<file path="src/rtl/qdb_pkg.sv">
package qdb_pkg;
  typedef enum logic [1:0] {
    DB_NONE = 2'd0,
    DB_SQ   = 2'd1,
    DB_CQ   = 2'd2
  } db_kind_e;

  localparam int unsigned DB_BASE = 32'h1000;
endpackage

</file>
<file path="src/rtl/qdb_addr_decode.sv">
module qdb_addr_decode
  import qdb_pkg::*;
#(
  parameter int ADDR_W   = 16,
  parameter int NUM_Q    = 8,
  parameter int STRIDE_W = 4,
  parameter int QCNT_W   = $clog2(NUM_Q + 1),
  parameter int QIDX_W   = $clog2(NUM_Q)
) (
  input  logic [ADDR_W-1:0]   addr,
  input  logic [STRIDE_W-1:0] stride_exp,
  input  logic [QCNT_W-1:0]   q_count,
  output db_kind_e            kind,
  output logic [QIDX_W-1:0]   qsel,
  output logic                in_region,
  output logic                addr_err
);
  localparam int SH_W = STRIDE_W + 1;

  logic [ADDR_W-1:0] off, idx, qn, low_mask;
  logic [SH_W-1:0]   sh;
  logic              aligned, q_ok;

  always_comb begin
    in_region = (addr >= ADDR_W'(DB_BASE));
    off       = addr - ADDR_W'(DB_BASE);
    sh        = {1'b0, stride_exp} + SH_W'(2);
    low_mask  = (ADDR_W'(1) << sh) - ADDR_W'(1);
    aligned   = ((off & low_mask) == '0);
    idx       = off >> sh;
    qn        = idx >> 1;
    q_ok      = (qn < ADDR_W'(q_count)) && (qn < ADDR_W'(NUM_Q));
    qsel      = qn[QIDX_W-1:0];
    addr_err  = in_region && !(aligned && q_ok);
    if (!in_region || addr_err) kind = DB_NONE;
    else if (idx[0])            kind = DB_CQ;
    else                        kind = DB_SQ;
  end
endmodule

</file>
<file path="src/rtl/qdb_queue_regs.sv">
module qdb_queue_regs #(
  parameter int PTR_W = 6
) (
  input  logic             clk,
  input  logic             rst,
  input  logic             sq_we,
  input  logic             cq_we,
  input  logic [PTR_W-1:0] wdata,
  input  logic             fetch_inc,
  input  logic [PTR_W:0]   limit,
  output logic [PTR_W-1:0] sq_tail,
  output logic [PTR_W-1:0] cq_head,
  output logic             pending
);
  logic [PTR_W-1:0] fetch_head;
  logic [PTR_W:0]   head_nxt;

  assign pending  = (sq_tail != fetch_head);
  assign head_nxt = {1'b0, fetch_head} + 1'b1;

  always_ff @(posedge clk) begin
    if (rst) begin
      sq_tail    <= '0;
      cq_head    <= '0;
      fetch_head <= '0;
    end else begin
      if (sq_we) sq_tail <= wdata;
      if (cq_we) cq_head <= wdata;
      if (fetch_inc && pending)
        fetch_head <= (head_nxt >= limit) ? '0 : head_nxt[PTR_W-1:0];
    end
  end

  // the fetch pointer only moves while entries remain unfetched
  assert_fetch_hold_R8: assert property (@(posedge clk) disable iff (rst)
    !pending |=> $stable(fetch_head));

  // a completion-head update never disturbs the tail
  assert_cq_keeps_tail_R3: assert property (@(posedge clk) disable iff (rst)
    (cq_we && !sq_we) |=> $stable(sq_tail));
endmodule

</file>
<file path="src/rtl/qdb_decoder.sv">
module qdb_decoder
  import qdb_pkg::*;
#(
  parameter int ADDR_W   = 16,
  parameter int DATA_W   = 32,
  parameter int NUM_Q    = 8,
  parameter int PTR_W    = 6,
  parameter int STRIDE_W = 4,
  parameter int QCNT_W   = $clog2(NUM_Q + 1)
) (
  input  logic                   clk,
  input  logic                   rst,
  input  logic                   wr_en,
  input  logic [ADDR_W-1:0]      wr_addr,
  input  logic [DATA_W-1:0]      wr_data,
  input  logic [STRIDE_W-1:0]    stride_exp,
  input  logic [QCNT_W-1:0]      q_count,
  input  logic [15:0]            cap_mqes,
  input  logic [NUM_Q-1:0]       fetch_inc,
  output logic [NUM_Q*PTR_W-1:0] sq_tail_o,
  output logic [NUM_Q*PTR_W-1:0] cq_head_o,
  output logic [NUM_Q-1:0]       sq_pending_o,
  output logic                   err_addr_o,
  output logic                   err_value_o
);
  localparam int QIDX_W = $clog2(NUM_Q);
  localparam logic [PTR_W:0] MAX_DEPTH = (PTR_W+1)'(1) << PTR_W;

  db_kind_e          kind;
  logic [QIDX_W-1:0] qsel;
  logic              in_region, addr_err, val_ok, accept;
  logic [16:0]       depth_raw;
  logic [PTR_W:0]    limit;

  qdb_addr_decode #(
    .ADDR_W(ADDR_W), .NUM_Q(NUM_Q), .STRIDE_W(STRIDE_W),
    .QCNT_W(QCNT_W), .QIDX_W(QIDX_W)
  ) u_dec (
    .addr(wr_addr), .stride_exp(stride_exp), .q_count(q_count),
    .kind(kind), .qsel(qsel), .in_region(in_region), .addr_err(addr_err)
  );

  always_comb begin
    depth_raw = {1'b0, cap_mqes} + 17'd1;
    limit     = (depth_raw > 17'(MAX_DEPTH)) ? MAX_DEPTH : depth_raw[PTR_W:0];
    val_ok    = (wr_data < DATA_W'(limit));
    accept    = wr_en && (kind != DB_NONE) && val_ok;
  end

  always_ff @(posedge clk) begin
    if (rst) begin
      err_addr_o  <= 1'b0;
      err_value_o <= 1'b0;
    end else begin
      err_addr_o  <= wr_en && addr_err;
      err_value_o <= wr_en && (kind != DB_NONE) && !val_ok;
    end
  end

  for (genvar q = 0; q < NUM_Q; q++) begin : g_q
    logic sel;
    assign sel = (qsel == QIDX_W'(q));
    qdb_queue_regs #(.PTR_W(PTR_W)) u_regs (
      .clk(clk), .rst(rst),
      .sq_we(accept && sel && (kind == DB_SQ)),
      .cq_we(accept && sel && (kind == DB_CQ)),
      .wdata(wr_data[PTR_W-1:0]),
      .fetch_inc(fetch_inc[q]),
      .limit(limit),
      .sq_tail(sq_tail_o[q*PTR_W +: PTR_W]),
      .cq_head(cq_head_o[q*PTR_W +: PTR_W]),
      .pending(sq_pending_o[q])
    );
  end

  // error pulses appear only after a write cycle
  assert_quiet_R10: assert property (@(posedge clk) disable iff (rst)
    !wr_en |=> (!err_addr_o && !err_value_o));

  // a rejected address leaves every stored pointer unchanged
  assert_ignore_R6: assert property (@(posedge clk) disable iff (rst)
    (wr_en && addr_err) |=> ($stable(sq_tail_o) && $stable(cq_head_o)));

  // an out-of-range value leaves every stored pointer unchanged
  assert_value_drop_R7: assert property (@(posedge clk) disable iff (rst)
    (wr_en && !val_ok) |=> ($stable(sq_tail_o) && $stable(cq_head_o)));

  // a single write never raises both errors
  assert_err_excl_R5: assert property (@(posedge clk) disable iff (rst)
    !(err_addr_o && err_value_o));
endmodule

</file>
<file path="config.mk">
export PLATFORM = sky130hd
export DESIGN_NAME = qdb_decoder
export DESIGN_NICKNAME = d
export VERILOG_FILES = /design/src/rtl/qdb_pkg.sv /design/src/rtl/qdb_addr_decode.sv /design/src/rtl/qdb_queue_regs.sv /design/src/rtl/qdb_decoder.sv
export SDC_FILE = /design/constraint.sdc
export NUM_CORES = 1
export LEC_CHECK = 0
export CORE_MARGIN = 4
export CORE_UTILIZATION = 40
export CTS_BUF_LIST = sky130_fd_sc_hd__clkbuf_16
export DETAILED_ROUTE_END_ITERATION = 10
export PLACE_DENSITY = 0.63
export SYNTH_ARGS = -nofsm -noshare
export SYNTH_HDL_FRONTEND = slang
export SYNTH_SLANG_ARGS = --single-unit
</file>
<file path="constraint.sdc">
create_clock -name clk -period 6.25 [get_ports clk]
set_input_delay 0.625 -clock clk [delete_from_list [all_inputs] [get_ports clk]]
set_output_delay 0.625 -clock clk [all_outputs]
set_load 0.05 [all_outputs]
</file>
* After elaboration in Yosys (flattened, before gate mapping) *
Cells that the tools add are included.

word-level totals
  output and inout bits = 106
  word-level logic and storage cells = 128
  register bits after elaboration = 146
  input bits = 83

cells by class
  $lt $le $gt $ge = 13
  muxes and demuxes = 11
  bitwise gates (word level) = 1
  equality and inequality tests = 17
  reduce and logical (&&, ||, !) cells = 46
  shift operators = 2
  $add $sub $neg = 12

operators with widths
  cell                    count
  $add 6x1->7 const B     8
  $ge 7x7->1              8
  $mux 6                  8
  $ne 6x6->1              8
  $logic_and 1x1->1       39
  $lt 32x7->1             1
  $add 16x1->17 const B   1
  $gt 17x7->1 const B     1
  $and 16x16->16          1
  $ge 16x13->1 const B    1
  $logic_not 16->1        1
  $shl 1x5->16 const A    1
  $shr 16x5->16           1
  $sub 16x13->16 const B  1
  $sub 16x2->16 const B   1
  $lt 15x4->1             1
  $lt 15x4->1 const B     1
  $eq 3x3->1 const B      4
  $mux 7                  1
  $eq 3x2->1 const B      2
  $add 4x2->5 const B     1
  $mux 2                  2
  $eq 3x1->1 const B      1
  $logic_not 1->1         3
  5 further kinds         5

* Depth between registers and ports, before layout *
  word-level depth = 15
  mapped depth = 19
  depth with buffers taken out = 17

* Hierarchy *
A second synthesis with hierarchy kept.

unflattened totals
  cells, all modules = 1224
  area total of the unflattened synthesis = 10661.5 µm²

modules (own cells, without submodules)
  module           sequential area each (µm²)  area an instance (µm²)  cells an instance  instances
  qdb_queue_regs   360.3                       1046.0                  112                8
  qdb_addr_decode  0.0                         1475.2                  215                1
  qdb_decoder      40.0                        818.3                   113                1

* Worst setup path before layout *
Ideal clock, no wire load.

  kind = in2reg
  from = in stride_exp[1]
  to = reg g_q[0].u_regs.cq_head[0]
  arrival time = 4.642 ns
  path buffers = 4
  slack = 1.475 ns
  data required time = 6.118 ns
  stages on the path = 16
  library setup time = 0.132 ns
  cells stage by stage = buf_2 -> buf_4 -> buf_2 -> mux2i_1 -> mux4_2 -> o22a_1 -> inv_1 -> ha_1 -> a211oi_1 -> or4b_2 -> a31oi_1 -> o221ai_1 -> a2111oi_4 -> buf_12 -> nand3_4 -> mux2i_1

on the way
  word-level cells in the longest chain between the ends = 15
  elaborated cells on any way between the ends = 22
  those cells by class = add/sub (2); order compare (2); eq/ne (1); shift (2); mux (2); bitwise (1); reduce/logical (12)

ends and longest elaborated chain
  element                         line                   source
  from (decl)                     qdb_decoder.sv:16      input logic [STRIDE_W-1:0] stride_exp,
  $add 4x2->5 (*)                 qdb_addr_decode.sv:27  sh = {1'b0, stride_exp} + SH_W'(2);
  $shl 1x5->16                    qdb_addr_decode.sv:28  low_mask = (ADDR_W'(1) << sh) - ADDR_W'(1);
  $sub 16x2->16                   qdb_addr_decode.sv:28
  $and 16x16->16                  qdb_addr_decode.sv:29  aligned = ((off & low_mask) == '0);
  $logic_not 16->1                qdb_addr_decode.sv:29
  $logic_and 1x1->1               qdb_addr_decode.sv:34  addr_err = in_region && !(aligned && q_ok);
  $logic_not 1->1                 qdb_addr_decode.sv:34
  $logic_and 1x1->1               qdb_addr_decode.sv:34
  $logic_or 1x1->1                qdb_addr_decode.sv:35  if (!in_region || addr_err) kind = DB_NONE;
  $mux 2                          qdb_addr_decode.sv:35
  $reduce_bool 2->1               qdb_decoder.sv:47      accept = wr_en && (kind != DB_NONE) && val_ok;
  $logic_and 1x1->1 (2 in a row)  qdb_decoder.sv:47
  $logic_and 1x1->1               qdb_decoder.sv:66      .cq_we(accept && sel && (kind == DB_CQ)),
  $logic_and 1x1->1 (*)           qdb_decoder.sv:66
  to (signal assigned)            qdb_queue_regs.sv:28   if (cq_we) cq_head <= wdata;
  to (decl)                       qdb_queue_regs.sv:12   output logic [PTR_W-1:0] cq_head,

Mark *: on every way between the ends. The rest lies on a longest branch, timed or not.
A chain may end at the register's enable or synchronous reset.

* Worst setup path in the final report *
  from = in wr_addr[12]
  to = reg g_q[6].u_regs.sq_tail[3]

on the way
  word-level cells in the longest chain between the ends = 14
  elaborated cells on any way between the ends = 22
  those cells by class = add/sub (1); order compare (3); eq/ne (2); shift (1); mux (2); bitwise (1); reduce/logical (12)

ends and longest elaborated chain
  element                         line                   source
  from (decl)                     qdb_decoder.sv:14      input logic [ADDR_W-1:0] wr_addr,
  $sub 16x13->16                  qdb_addr_decode.sv:26  off = addr - ADDR_W'(DB_BASE);
  $shr 16x5->16                   qdb_addr_decode.sv:30  idx = off >> sh;
  $lt 15x4->1                     qdb_addr_decode.sv:32  q_ok = (qn < ADDR_W'(q_count)) && (qn < ADDR_W'(NUM_Q));
  $logic_and 1x1->1               qdb_addr_decode.sv:32
  $logic_and 1x1->1               qdb_addr_decode.sv:34
  $logic_not 1->1                 qdb_addr_decode.sv:34
  $logic_and 1x1->1               qdb_addr_decode.sv:34
  $logic_or 1x1->1                qdb_addr_decode.sv:35
  $mux 2                          qdb_addr_decode.sv:35
  $reduce_bool 2->1               qdb_decoder.sv:47
  $logic_and 1x1->1 (2 in a row)  qdb_decoder.sv:47
  $logic_and 1x1->1               qdb_decoder.sv:65      .sq_we(accept && sel && (kind == DB_SQ)),
  $logic_and 1x1->1 (*)           qdb_decoder.sv:65
  to (signal assigned)            qdb_queue_regs.sv:27   if (sq_we) sq_tail <= wdata;
  to (decl)                       qdb_queue_regs.sv:11   output logic [PTR_W-1:0] sq_tail,

Marks and branches as above.

==> impl_metrics.yaml <==
logic_synthesis:
  simple_gate_share_of_the_synthesized_area_pct: 23.2
  synth_compound_area_share_pct: 13.0
  synth_sequential_area_ratio_pct: 28.8
  postSynth.asyncResetShare_pct: 0
  netlist.area_leader.share_pct: 28.8
  ys.warnings.count: 0
  synth_cell_type_count: 72
  muxShareOfSynthArea_pct: 12.9
  syn_area_um2: 10100
  syn-mean-instance-area_um2: 8.78
  synthesis.nets: 1316
  ys_dominant_reg_cell: "dfxtp_1"
  synth_top_area_cell: "dfxtp_1"
  adder_and_majority_gate_portion_of_the_synthesized_area_pct: 9.75
  netlist_instances: 1154
  synth_area_leaders: "dfxtp_1 29%, mux2i_1 11%, ha_1 9.8%"
  synth_xor_xnor_area_share_pct: 7.86
  largest_family_of_logic_cells_by_synthesized_area: "simple AND/OR/NAND/NOR gates"
  synth.ff_latch_count: 146
  synth_enable_flop_cells: 0
sta:
  achievable-frequency_mhz: 186
  finalWorstPathRequiredPeriod_ns: 5.37
  maxSlewViolCount: 0
  fin_hold_ws_ns: 0.477
  worst-slew-pin-transition_ns: 1.05
  timing.final.setup_violations: 0
  maxSlewHeadroom_pct: 30.0
  fin_tns_setup_ns: 0
  finClkSkew_ns: 0.00735
  finalHoldViolations: 0
  setup_repair_after_global_routing_missed_its_margin: "false"
  timing.final.crit_share_pct: 86.0
global_route:
  grt_first_pass_wirelength_um: 47700
  grt_overflow: 0
  grt_start_max_net_pins: 78
  antenna_violations_before_repair: 0
  globalRouteTotalUtil_pct: 20.9
  first_global_vias: 8616
route:
  detailedRoute.firstPassIterationCount: 5
  ant_nets: 0
  wl_per_cell_um: 17.9
  vias: 8788
  wl_um: 29600
  detail_route.vias_per_cell: 5.32
  route.detailed.drc: 0
  detail_route.iter0.violations: 558
worst_hold_path:
  timing.hold.worst.class: "flop to flop"
  min_path_cells: 2
cts:
  post-cts-setup-buffer-count: 0
  postCtsResizedCells: 0
  tritoncts: "done"
  cts_made_buffers: 17
  clock_sink_count: 146
  ctsHtreeMaxLevel: 4
  clkSlewWorstSetupHoldPaths_ns: 0.06
  cts.root.buffer_cell: "clkbuf_16"
  hold_fix_buffer_count_after_cts: 0
  clock_latency_ns: 0.42
  clk_path_buf_depth: 2
placement:
  post-dp-hpwl_um: 21900
  rd_place_congestion: 0.907
  buffer_ports.inserted: 188
  postPlaceCellArea_um2: 12300
  post-place-cells: 1621
layout:
  final_common_cell: "clkdlybuf4s50_1"
  area_growth_syn_to_layout_pct: 27.1
  final_design_area_no_fill_um2: 12900
  antenna_cells: 0
  layout_common_cells: "187 x clkdlybuf4s50_1, 146 x dfxtp_1, 121 x nand2_1, 115 x nand2b_1, 109 x mux2i_1"
  finalNetCount: 1478
  finish.cell_count_without_fillers: 1652
  fillers: 2305
  final_layout_size_suffix_gt1_share_pct: 6.48
floorplanning:
  coreArea_um2: 24600
  io-pin-count: 189
  floorplan.die.width_um: 167
  fp.dieH_um: 167
  die_area_um2: 28000
  initial_core_util_pct: 41.2
  floorplan.rows: 57
pwr:
  p_leak_nw: 5.62
  power-per-cell-area_nw_per_um2: 179
  irDropWorstVdd_mv: 0.134
setup_path:
  crit_arrival_ns: 5.70
  r2r_setup_slk_ns: 3.64
  crit_path_top_delay_cell: "or4b_2"
  r2r_cells: 9
  path_cells: "clkdlybuf4s50_1 -> or4_1 -> and2_0 -> a21oi_1 -> a21oi_1 -> o22a_1 -> inv_1 -> ha_1 -> a211oi_1 -> or4b_2 -> a31oi_1 -> o221ai_1 -> a2111oi_4 -> buf_12 -> and3_2 -> mux2i_1"
  timing.critical_path.from_type: "input pin"
  path_common_cell: "a21oi_1"
  cp_max_fo: 16
  worst-setup-path-type: "input pin to flop"
  critical-path-max-stage-delay_ns: 0.62
  path_delay_family: "simple AND/OR/NAND/NOR gates"
  critPathRequiredTime_ns: 6.58
  critical_path.n_buffers_inverters: 3
  worst_setup_path_end_kind: "flop"
  cp_num_cells: 16
outcome:
  status: "complete, no violations"
job:
  maxcap_viol_count: 0
## tightest hold or removal path: stages, from the launching register on
cell and delay (ns):
dfxtp_1 0.31, nand2b_1 0.06, mux2i_1 0.06
## flip-flops by register name, summed over array words and instances, names as in the netlist
register               cells
g_q.u_regs.cq_head        48
g_q.u_regs.fetch_head     48
g_q.u_regs.sq_tail        48
err_addr_o                 1
err_value_o                1
## cells by family (layout without fill, tap and decap cells)
group,count (synthesis),count (layout)
flip-flops,146,146
adder cells (fa/ha/maj),79,79
buffers and inverters,102,276
AND/OR/NAND/NOR,423,423
AO/OA/AOI/OAI,194,194
XOR/XNOR,91,91
multiplexers,119,119
## power by group
part	internal (mW)	switching (mW)
Sequential	0.931	0.000104
Clock	0.673	0.421
Combinational	0.121	0.160
## metrics by stage
stage                     util, %  power (mW)  setup WS (ns)
after floorplan                 -        1.11           1.48
after global placement       49.8        1.23          0.599
after detailed placement     49.8        1.23          0.534
after CTS                    52.4        2.32          0.955
after global routing         52.4        2.40          0.581
final                        52.4        2.31          0.878
## path summary, 6_finish.rpt
check                                            startpoint                     endpoint
worst min register to register     g_q[4].u_regs.cq_head[1]     g_q[4].u_regs.cq_head[1]
worst max-delay path                            wr_addr[12]     g_q[6].u_regs.sq_tail[3]
worst min-delay path               g_q[4].u_regs.cq_head[1]     g_q[4].u_regs.cq_head[1]
worst max register to register  g_q[5].u_regs.fetch_head[0]  g_q[5].u_regs.fetch_head[5]
## final cells by class
type / instances / area (um2) / share of cell area (%)
multi-input cells: 906 / 6760 / 52.5
repair buffers: 205 / 2020 / 15.7
inverters: 40 / 150 / 1.17
flip-flops and latches: 146 / 2920 / 22.7
clock buffers: 17 / 425 / 3.30
well taps: 324 / 405 / 3.15
clock inverters: 14 / 200 / 1.55
## metal layers
| layer | global-route usage, % | share of wire, % |
|---|---|---|
| met5 | 0 | 0 |
| met4 | 6.46 | 2.5 |
| met3 | 3.72 | 4.0 |
| met2 | 34.6 | 48 |
| met1 | 27.9 | 46 |
## cells in the mapped netlist, types with 10 or more instances
| library cell | number |
|---|---|
| mux2i_1 | 109 |
| o21ai_0 | 41 |
| nor2_1 | 43 |
| nor4_1 | 19 |
| inv_1 | 39 |
| nand2_1 | 121 |
| clkbuf_1 | 40 |
| a21oi_1 | 39 |
| nor3_1 | 13 |
| o211ai_1 | 27 |
| xor2_1 | 54 |
| nand3_4 | 10 |
| dfxtp_1 | 146 |
| buf_4 | 10 |
| xnor2_1 | 37 |
| nand2b_1 | 115 |
| ha_1 | 79 |
| a21o_1 | 34 |
| nand3_1 | 44 |
(Power assumes the default switching activity.)
